## config.mk

```make
export PLATFORM = sky130hd
export DESIGN_NAME = vid_timing_gen
export DESIGN_NICKNAME = d
export VERILOG_FILES = /design/src/rtl/vtg_pkg.sv /design/src/rtl/vtg_mode_regs.sv /design/src/rtl/vtg_scan_counters.sv /design/src/rtl/vtg_sync_decode.sv /design/src/rtl/vid_timing_gen.sv
export SDC_FILE = /design/constraint.sdc
export NUM_CORES = 2
export LEC_CHECK = 0
export ABC_AREA = 1
export BUFFER_PORTS_ARGS = -buffer_cell sky130_fd_sc_hd__buf_2
export CAP_MARGIN = 20
export CORE_MARGIN = 1.5
export CORE_UTILIZATION = 49
export CTS_BUF_LIST = sky130_fd_sc_hd__clkbuf_8 sky130_fd_sc_hd__clkbuf_16
export DETAILED_ROUTE_END_ITERATION = 7
export GPL_TIMING_DRIVEN = 1
export PLACE_DENSITY_LB_ADDON = 0.3
export SLEW_MARGIN = 30
export SYNTH_ARGS = -nofsm -noshare
export SYNTH_HDL_FRONTEND = slang
export SYNTH_HIERARCHICAL = 1
export SYNTH_SLANG_ARGS = --single-unit
```

## constraint.sdc

```tcl
create_clock -name clk -period 8.7 [get_ports clk]
set_clock_uncertainty 0.2 [all_clocks]
set_input_delay 0 -clock clk [delete_from_list [all_inputs] [get_ports clk]]
set_output_delay 0 -clock clk [all_outputs]
set_load 0.05 [all_outputs]
```

## src/rtl/vtg_pkg.sv

```systemverilog
package vtg_pkg;
  // Outcome of the prefetch line calculation.
  typedef enum logic [1:0] {
    PF_OFF     = 2'd0,
    PF_EXACT   = 2'd1,
    PF_CLAMPED = 2'd2
  } pf_case_e;
endpackage

```

## src/rtl/vtg_mode_regs.sv

```systemverilog
module vtg_mode_regs
  import vtg_pkg::*;
#(
  parameter int W        = 12,
  parameter int FW       = 2 * W,
  parameter int WC_LINES = 21
) (
  input  logic          clk,
  input  logic          rst_n,
  input  logic          load_ok,
  input  logic [W-1:0]  h_active,
  input  logic [W-1:0]  h_sync_start,
  input  logic [W-1:0]  h_sync_end,
  input  logic [W-1:0]  h_total,
  input  logic [W-1:0]  v_active,
  input  logic [W-1:0]  v_sync_start,
  input  logic [W-1:0]  v_sync_end,
  input  logic [W-1:0]  v_total,
  input  logic          neg_hsync,
  input  logic          neg_vsync,
  input  logic          intf_is_dsi,
  output logic [W-1:0]  h_pw_q,
  output logic [W-1:0]  h_bp_q,
  output logic [W-1:0]  h_act_q,
  output logic [W-1:0]  h_tot_q,
  output logic [W-1:0]  v_pw_q,
  output logic [W-1:0]  v_bp_q,
  output logic [W-1:0]  v_act_q,
  output logic [W-1:0]  v_tot_q,
  output logic [FW-1:0] frame_len_q,
  output logic          hs_low_q,
  output logic          vs_low_q,
  output logic [W-1:0]  pf_lines_q,
  output logic          pf_en_q,
  output logic [FW-1:0] pf_pos_q,
  output logic          warn_q,
  output pf_case_e      pf_case_q
);
  localparam logic [W:0] WC_L = (W+1)'(WC_LINES);

  // Span between two boundaries.
  function automatic logic [W-1:0] span(input logic [W-1:0] hi, input logic [W-1:0] lo);
    return hi - lo;
  endfunction

  // Scan period from its four parts.
  function automatic logic [W-1:0] period(input logic [W-1:0] act, input logic [W-1:0] bp,
                                          input logic [W-1:0] fp, input logic [W-1:0] pw);
    return act + bp + fp + pw;
  endfunction

  // Decide how the front porch is used for prefetch.
  function automatic pf_case_e classify(input logic [W-1:0] bp, input logic [W-1:0] pw,
                                        input logic [W-1:0] fp);
    logic [W:0] sof;
    logic [W:0] need;
    sof  = {1'b0, bp} + {1'b0, pw};
    need = WC_L - sof;
    if (sof >= WC_L)         return PF_OFF;
    else if ({1'b0, fp} < need) return PF_CLAMPED;
    else                     return PF_EXACT;
  endfunction

  // Frame counter value of the first pixel of line (vt - lines).
  function automatic logic [FW-1:0] fetch_point(input logic [W-1:0] vt, input logic [W-1:0] ht,
                                                input logic [W-1:0] lines);
    logic [FW-1:0] row;
    row = FW'(vt - lines);
    return row * FW'(ht) + FW'(1);
  endfunction

  logic [W-1:0]  d_hbp, d_hfp, d_hpw, d_ht;
  logic [W-1:0]  d_vbp, d_vfp, d_vpw, d_vt;
  logic [W:0]    d_sof;
  logic [W-1:0]  d_lines;
  logic [FW-1:0] d_pos;
  pf_case_e      d_case;

  always_comb begin
    d_hbp  = span(h_total, h_sync_end);
    d_hfp  = span(h_sync_start, h_active);
    d_hpw  = span(h_sync_end, h_sync_start);
    d_vbp  = span(v_total, v_sync_end);
    d_vfp  = span(v_sync_start, v_active);
    d_vpw  = span(v_sync_end, v_sync_start);
    d_ht   = period(h_active, d_hbp, d_hfp, d_hpw);
    d_vt   = period(v_active, d_vbp, d_vfp, d_vpw);
    d_sof  = {1'b0, d_vbp} + {1'b0, d_vpw};
    d_case = classify(d_vbp, d_vpw, d_vfp);
    unique case (d_case)
      PF_EXACT:   d_lines = W'(WC_L - d_sof);
      PF_CLAMPED: d_lines = d_vfp;
      default:    d_lines = '0;
    endcase
    d_pos = (d_lines != '0) ? fetch_point(d_vt, d_ht, d_lines) : '0;
  end

  always_ff @(posedge clk or negedge rst_n) begin
    if (!rst_n) begin
      h_pw_q      <= '0;
      h_bp_q      <= '0;
      h_act_q     <= '0;
      h_tot_q     <= W'(1);
      v_pw_q      <= '0;
      v_bp_q      <= '0;
      v_act_q     <= '0;
      v_tot_q     <= W'(1);
      frame_len_q <= FW'(1);
      hs_low_q    <= 1'b0;
      vs_low_q    <= 1'b0;
      pf_lines_q  <= '0;
      pf_en_q     <= 1'b0;
      pf_pos_q    <= '0;
      pf_case_q   <= PF_OFF;
    end else if (load_ok) begin
      h_pw_q      <= d_hpw;
      h_bp_q      <= d_hbp;
      h_act_q     <= h_active;
      h_tot_q     <= d_ht;
      v_pw_q      <= d_vpw;
      v_bp_q      <= d_vbp;
      v_act_q     <= v_active;
      v_tot_q     <= d_vt;
      frame_len_q <= FW'(d_vt) * FW'(d_ht);
      hs_low_q    <= neg_hsync & ~intf_is_dsi;
      vs_low_q    <= neg_vsync & ~intf_is_dsi;
      pf_lines_q  <= d_lines;
      pf_en_q     <= (d_lines != '0);
      pf_pos_q    <= d_pos;
      pf_case_q   <= d_case;
    end
  end

  always_ff @(posedge clk or negedge rst_n) begin
    if (!rst_n)                               warn_q <= 1'b0;
    else if (load_ok && d_case == PF_CLAMPED) warn_q <= 1'b1;
  end
endmodule

```

## src/rtl/vtg_scan_counters.sv

```systemverilog
module vtg_scan_counters #(
  parameter int W  = 12,
  parameter int FW = 2 * W
) (
  input  logic          clk,
  input  logic          rst_n,
  input  logic          run,
  input  logic [W-1:0]  h_tot,
  input  logic [W-1:0]  v_tot,
  input  logic [FW-1:0] frame_len,
  output logic [W-1:0]  hcnt,
  output logic [W-1:0]  vcnt,
  output logic [FW-1:0] fcnt,
  output logic          line_end,
  output logic          frame_end
);
  assign line_end  = (hcnt == h_tot - W'(1));
  assign frame_end = line_end && (vcnt == v_tot - W'(1));

  always_ff @(posedge clk or negedge rst_n) begin
    if (!rst_n) begin
      hcnt <= '0;
      vcnt <= '0;
    end else if (!run) begin
      hcnt <= '0;
      vcnt <= '0;
    end else if (line_end) begin
      hcnt <= '0;
      vcnt <= frame_end ? '0 : vcnt + W'(1);
    end else begin
      hcnt <= hcnt + W'(1);
    end
  end

  // Frame-wide pixel counter: 1 on the first pixel, wraps after frame_len.
  always_ff @(posedge clk or negedge rst_n) begin
    if (!rst_n)                  fcnt <= FW'(1);
    else if (!run)               fcnt <= FW'(1);
    else if (fcnt >= frame_len)  fcnt <= FW'(1);
    else                         fcnt <= fcnt + FW'(1);
  end
endmodule

```

## src/rtl/vtg_sync_decode.sv

```systemverilog
module vtg_sync_decode #(
  parameter int W  = 12,
  parameter int FW = 2 * W
) (
  input  logic          run,
  input  logic [W-1:0]  hcnt,
  input  logic [W-1:0]  vcnt,
  input  logic [FW-1:0] fcnt,
  input  logic [W-1:0]  h_pw,
  input  logic [W-1:0]  h_bp,
  input  logic [W-1:0]  h_act,
  input  logic [W-1:0]  v_pw,
  input  logic [W-1:0]  v_bp,
  input  logic [W-1:0]  v_act,
  input  logic          hs_low,
  input  logic          vs_low,
  input  logic          pf_en,
  input  logic [FW-1:0] pf_pos,
  output logic          h_in_sync,
  output logic          v_in_sync,
  output logic          h_in_act,
  output logic          v_in_act,
  output logic          fetch_hit,
  output logic          hsync,
  output logic          vsync,
  output logic          de,
  output logic          fetch_start
);
  localparam int XW = W + 2;

  function automatic logic [XW-1:0] ext(input logic [W-1:0] x);
    return {2'b00, x};
  endfunction

  // Inside [pw+bp, pw+bp+act) on a counter.
  function automatic logic in_active(input logic [W-1:0] c, input logic [W-1:0] pw,
                                     input logic [W-1:0] bp, input logic [W-1:0] act);
    logic [XW-1:0] lo;
    lo = ext(pw) + ext(bp);
    return (ext(c) >= lo) && (ext(c) < lo + ext(act));
  endfunction

  assign h_in_sync = (hcnt < h_pw);
  assign v_in_sync = (vcnt < v_pw);
  assign h_in_act  = in_active(hcnt, h_pw, h_bp, h_act);
  assign v_in_act  = in_active(vcnt, v_pw, v_bp, v_act);
  assign fetch_hit = pf_en ? (fcnt == pf_pos) : (fcnt == FW'(1));

  assign hsync       = (run & h_in_sync) ^ hs_low;
  assign vsync       = (run & v_in_sync) ^ vs_low;
  assign de          = run & h_in_act & v_in_act;
  assign fetch_start = run & fetch_hit;
endmodule

```

## src/rtl/vid_timing_gen.sv

```systemverilog
module vid_timing_gen
  import vtg_pkg::*;
#(
  parameter int W        = 12,
  parameter int WC_LINES = 21,
  parameter int CW       = 8
) (
  input  logic            clk,
  input  logic            rst_n,
  input  logic            tg_enable,
  input  logic            cfg_load,
  input  logic [W-1:0]    h_active,
  input  logic [W-1:0]    h_sync_start,
  input  logic [W-1:0]    h_sync_end,
  input  logic [W-1:0]    h_total,
  input  logic [W-1:0]    v_active,
  input  logic [W-1:0]    v_sync_start,
  input  logic [W-1:0]    v_sync_end,
  input  logic [W-1:0]    v_total,
  input  logic            neg_hsync,
  input  logic            neg_vsync,
  input  logic            intf_is_dsi,
  output logic            hsync,
  output logic            vsync,
  output logic            de,
  output logic            fetch_start,
  output logic            prefetch_en,
  output logic [W-1:0]    fetch_lines,
  output logic [2*W-1:0]  fetch_pos,
  output logic            low_porch_warn,
  output logic [CW-1:0]   border_color,
  output logic [CW-1:0]   underflow_color
);
  localparam int FW = 2 * W;

  logic          load_ok;
  logic [W-1:0]  h_pw, h_bp, h_act, h_tot;
  logic [W-1:0]  v_pw, v_bp, v_act, v_tot;
  logic [FW-1:0] frame_len;
  logic          hs_low, vs_low;
  pf_case_e      pf_case;
  logic [W-1:0]  hcnt, vcnt;
  logic [FW-1:0] fcnt;
  logic          line_end, frame_end;
  logic          h_in_sync, v_in_sync, h_in_act, v_in_act, fetch_hit;

  assign load_ok = cfg_load & ~tg_enable;

  vtg_mode_regs #(.W(W), .FW(FW), .WC_LINES(WC_LINES)) mode_i (
    .clk(clk), .rst_n(rst_n), .load_ok(load_ok),
    .h_active(h_active), .h_sync_start(h_sync_start), .h_sync_end(h_sync_end), .h_total(h_total),
    .v_active(v_active), .v_sync_start(v_sync_start), .v_sync_end(v_sync_end), .v_total(v_total),
    .neg_hsync(neg_hsync), .neg_vsync(neg_vsync), .intf_is_dsi(intf_is_dsi),
    .h_pw_q(h_pw), .h_bp_q(h_bp), .h_act_q(h_act), .h_tot_q(h_tot),
    .v_pw_q(v_pw), .v_bp_q(v_bp), .v_act_q(v_act), .v_tot_q(v_tot),
    .frame_len_q(frame_len), .hs_low_q(hs_low), .vs_low_q(vs_low),
    .pf_lines_q(fetch_lines), .pf_en_q(prefetch_en), .pf_pos_q(fetch_pos),
    .warn_q(low_porch_warn), .pf_case_q(pf_case)
  );

  vtg_scan_counters #(.W(W), .FW(FW)) cnt_i (
    .clk(clk), .rst_n(rst_n), .run(tg_enable),
    .h_tot(h_tot), .v_tot(v_tot), .frame_len(frame_len),
    .hcnt(hcnt), .vcnt(vcnt), .fcnt(fcnt),
    .line_end(line_end), .frame_end(frame_end)
  );

  vtg_sync_decode #(.W(W), .FW(FW)) dec_i (
    .run(tg_enable), .hcnt(hcnt), .vcnt(vcnt), .fcnt(fcnt),
    .h_pw(h_pw), .h_bp(h_bp), .h_act(h_act),
    .v_pw(v_pw), .v_bp(v_bp), .v_act(v_act),
    .hs_low(hs_low), .vs_low(vs_low),
    .pf_en(prefetch_en), .pf_pos(fetch_pos),
    .h_in_sync(h_in_sync), .v_in_sync(v_in_sync),
    .h_in_act(h_in_act), .v_in_act(v_in_act), .fetch_hit(fetch_hit),
    .hsync(hsync), .vsync(vsync), .de(de), .fetch_start(fetch_start)
  );

  assign border_color    = '0;
  assign underflow_color = {CW{1'b1}};
endmodule

```

==> results.json <==
{
  "cp_common_cell": "nand2_1",
  "dieArea_um2": 65900,
  "drv_cap": 0,
  "ys.warnings.count": 6,
  "cts_tree": "built",
  "crit_fanout": 5,
  "slew_viol_final": 0,
  "cp_slowest_cell": "fa_1",
  "fin_hold_ws_ns": 0.0110,
  "dp.cells": 5722,
  "pre_cts_slack_ns": -2.00,
  "crit_buf_inv": 10,
  "critPathCaptureType": "flop",
  "clkSinkCount": 208,
  "finalCriticalPeriod_ns": 9.94,
  "fillers": 5416,
  "synth_area_um2": 31500,
  "num_vias": 30410,
  "cpPeakStageDelay_ns": 0.55,
  "hold_viol": 0,
  "rsz0062_at_grt": "true",
  "drt-total-wl_um": 96300,
  "place.gp.congestion": 0.968,
  "nNetsFinal": 5824,
  "required_ns": 8.94,
  "max_freq_ghz": 0.101,
  "violations": "setup timing",
  "hpwl_um": 75000,
  "cts_htree_levels": 1,
  "synth_cells": 4274,
  "final_cells": 5915,
  "grt_pass1_vias": 30983,
  "final_util_pct": 64.6,
  "slew_headroom_pct": 33.2,
  "cp.arrival_ns": 10.18,
  "drt_pass1_iterations": 6,
  "setup_viol": 17,
  "die_w_um": 257,
  "io_pins": 161,
  "cts_inserted_buffers": 27,
  "grt_pass1_wl_um": 155000,
  "core_um2": 63300,
  "clk_latency_ns": 0.58,
  "antenna_found_initial": 3,
  "setup_slack_ns": -1.24,
  "syn_area_per_cell_um2": 7.38,
  "period_share_pct": 114,
  "port_buffers": 144,
  "cts_root_buffer": "clkbuf_16",
  "grt_max_degree": 108,
  "routedWlPerCell_um": 16.3,
  "first_iter_violations": 2192,
  "ctsLongestPathBuffers": 3,
  "hp-class": "in2reg",
  "fp-row-count": 92,
  "syn2layout_area_growth_pct": 29.8,
  "start_util_pct": 49.8,
  "ant_nets": 0,
  "die_h_um": 257,
  "path_delay_family": "adder cells",
  "tightestPinTransition_ns": 1.00,
  "clk_pin_slew_ns": 0.06,
  "status": "finished, violations left",
  "drive_gt1_share_pct": 23.8,
  "grt.total_usage_pct": 29.0,
  "drc": 0,
  "critPathLaunchType": "input port",
  "overflow": 0,
  "post_drt_via_cell_ratio": 5.14,
  "critPathKind": "in2reg"
}
metal layers:
| metal | global-route usage (%) | routed length [um] | part of all wire [%] |
|---|---|---|---|
| met2 | 50.4 | 46500 | 48 |
| met3 | 3.54 | 6110 | 6.3 |
| met1 | 37.2 | 39900 | 41 |
| met4 | 10.1 | 3830 | 4.0 |
| met5 | 0 | 13 | 0.013 |
final cells by class:
class	instances	area, um2	area share (%)
diodes	2	5.00	0.0122
clock buffers	32	744	1.82
clock inverters	18	251	0.614
inverters	864	3290	8.03
multi-input cells	3121	24100	59.0
flip-flops and latches	208	5210	12.7
well taps	846	1060	2.59
repair buffers	824	6230	15.2
final timing paths:
path | cells after the start | start | slack [ns] | end
worst max-delay path | 68 | v_sync_end[1] | -1.24 | mode_i/pf_pos_q[23]
worst min-delay path | 4 | h_active[9] | 0.01 | mode_i/h_act_q[9]
worst max register to register | 11 | cnt_i/fcnt[15] | 5.97 | cnt_i/fcnt[22]
worst min register to register | 2 | mode_i/frame_len_q[2] | 0.27 | mode_i/frame_len_q[2]
max in group asynchronous | 5 | rst_n | 6.48 | mode_i/pf_pos_q[14]
min in group asynchronous | 3 | rst_n | 0.33 | mode_i/v_tot_q[0]
per-stage QoR:
| stage | area [um2] | setup TNS, ns |
|---|---|---|
| after global placement | 37400 | -30.98 |
| after detailed placement | 37400 | -35.82 |
| after floorplan | 32000 | -10.89 |
| after CTS | 40100 | -7.86 |
| final | 40900 | -13.79 |
| after global routing | 40900 | -23.74 |
flip-flops by register name (all words and copies together), names as in the netlist:
signal,count
cnt_i/vcnt,12
mode_i/pf_pos_q,24
mode_i/h_bp_q,12
mode_i/v_bp_q,12
cnt_i/fcnt,24
mode_i/v_pw_q,12
mode_i/vs_low_q,1
mode_i/h_pw_q,12
mode_i/h_act_q,12
mode_i/pf_lines_q,12
mode_i/pf_en_q,1
mode_i/v_act_q,12
mode_i/warn_q,1
mode_i/h_tot_q,12
mode_i/hs_low_q,1
mode_i/frame_len_q,24
mode_i/v_tot_q,12
cnt_i/hcnt,12
worst register-to-register path: cells and delay by family, from the launching register on:
kind	cells	cell delay, ns
buf+inv	3	0.45
fa+ha+maj	1	0.32
simple gates	6	1.02
flops	1	0.54
compound gates	1	0.08
repair_timing:
| item | in CTS | in global routing |
|---|---|---|
| hold buffers | 79 | 1 |
| pin swaps | 144 | 138 |
| hold endpoints to repair | 192 | 1 |
| resized for setup | 143 | 154 |
| endpoints found under the setup margin | 27 | 29 |
| setup buffers | 32 | 30 |
cell usage in the layout, fill, tap and decap left out, types with 54 or more instances in the layout:
cell	instances
a21oi_1	141
nand2_1	1046
xor2_1	118
nor2_1	277
nand2_2	54
nand4_1	54
buf_2	138
fa_1	276
nand3_1	144
dfrtp_1	204
o21ai_0	138
xnor2_1	73
buf_4	570
ha_1	350
dlygate4sd3_1	79
inv_1	801
Power is not shown: default switching activity piles up to over one toggle a cycle in this logic, so the estimate is an artifact.
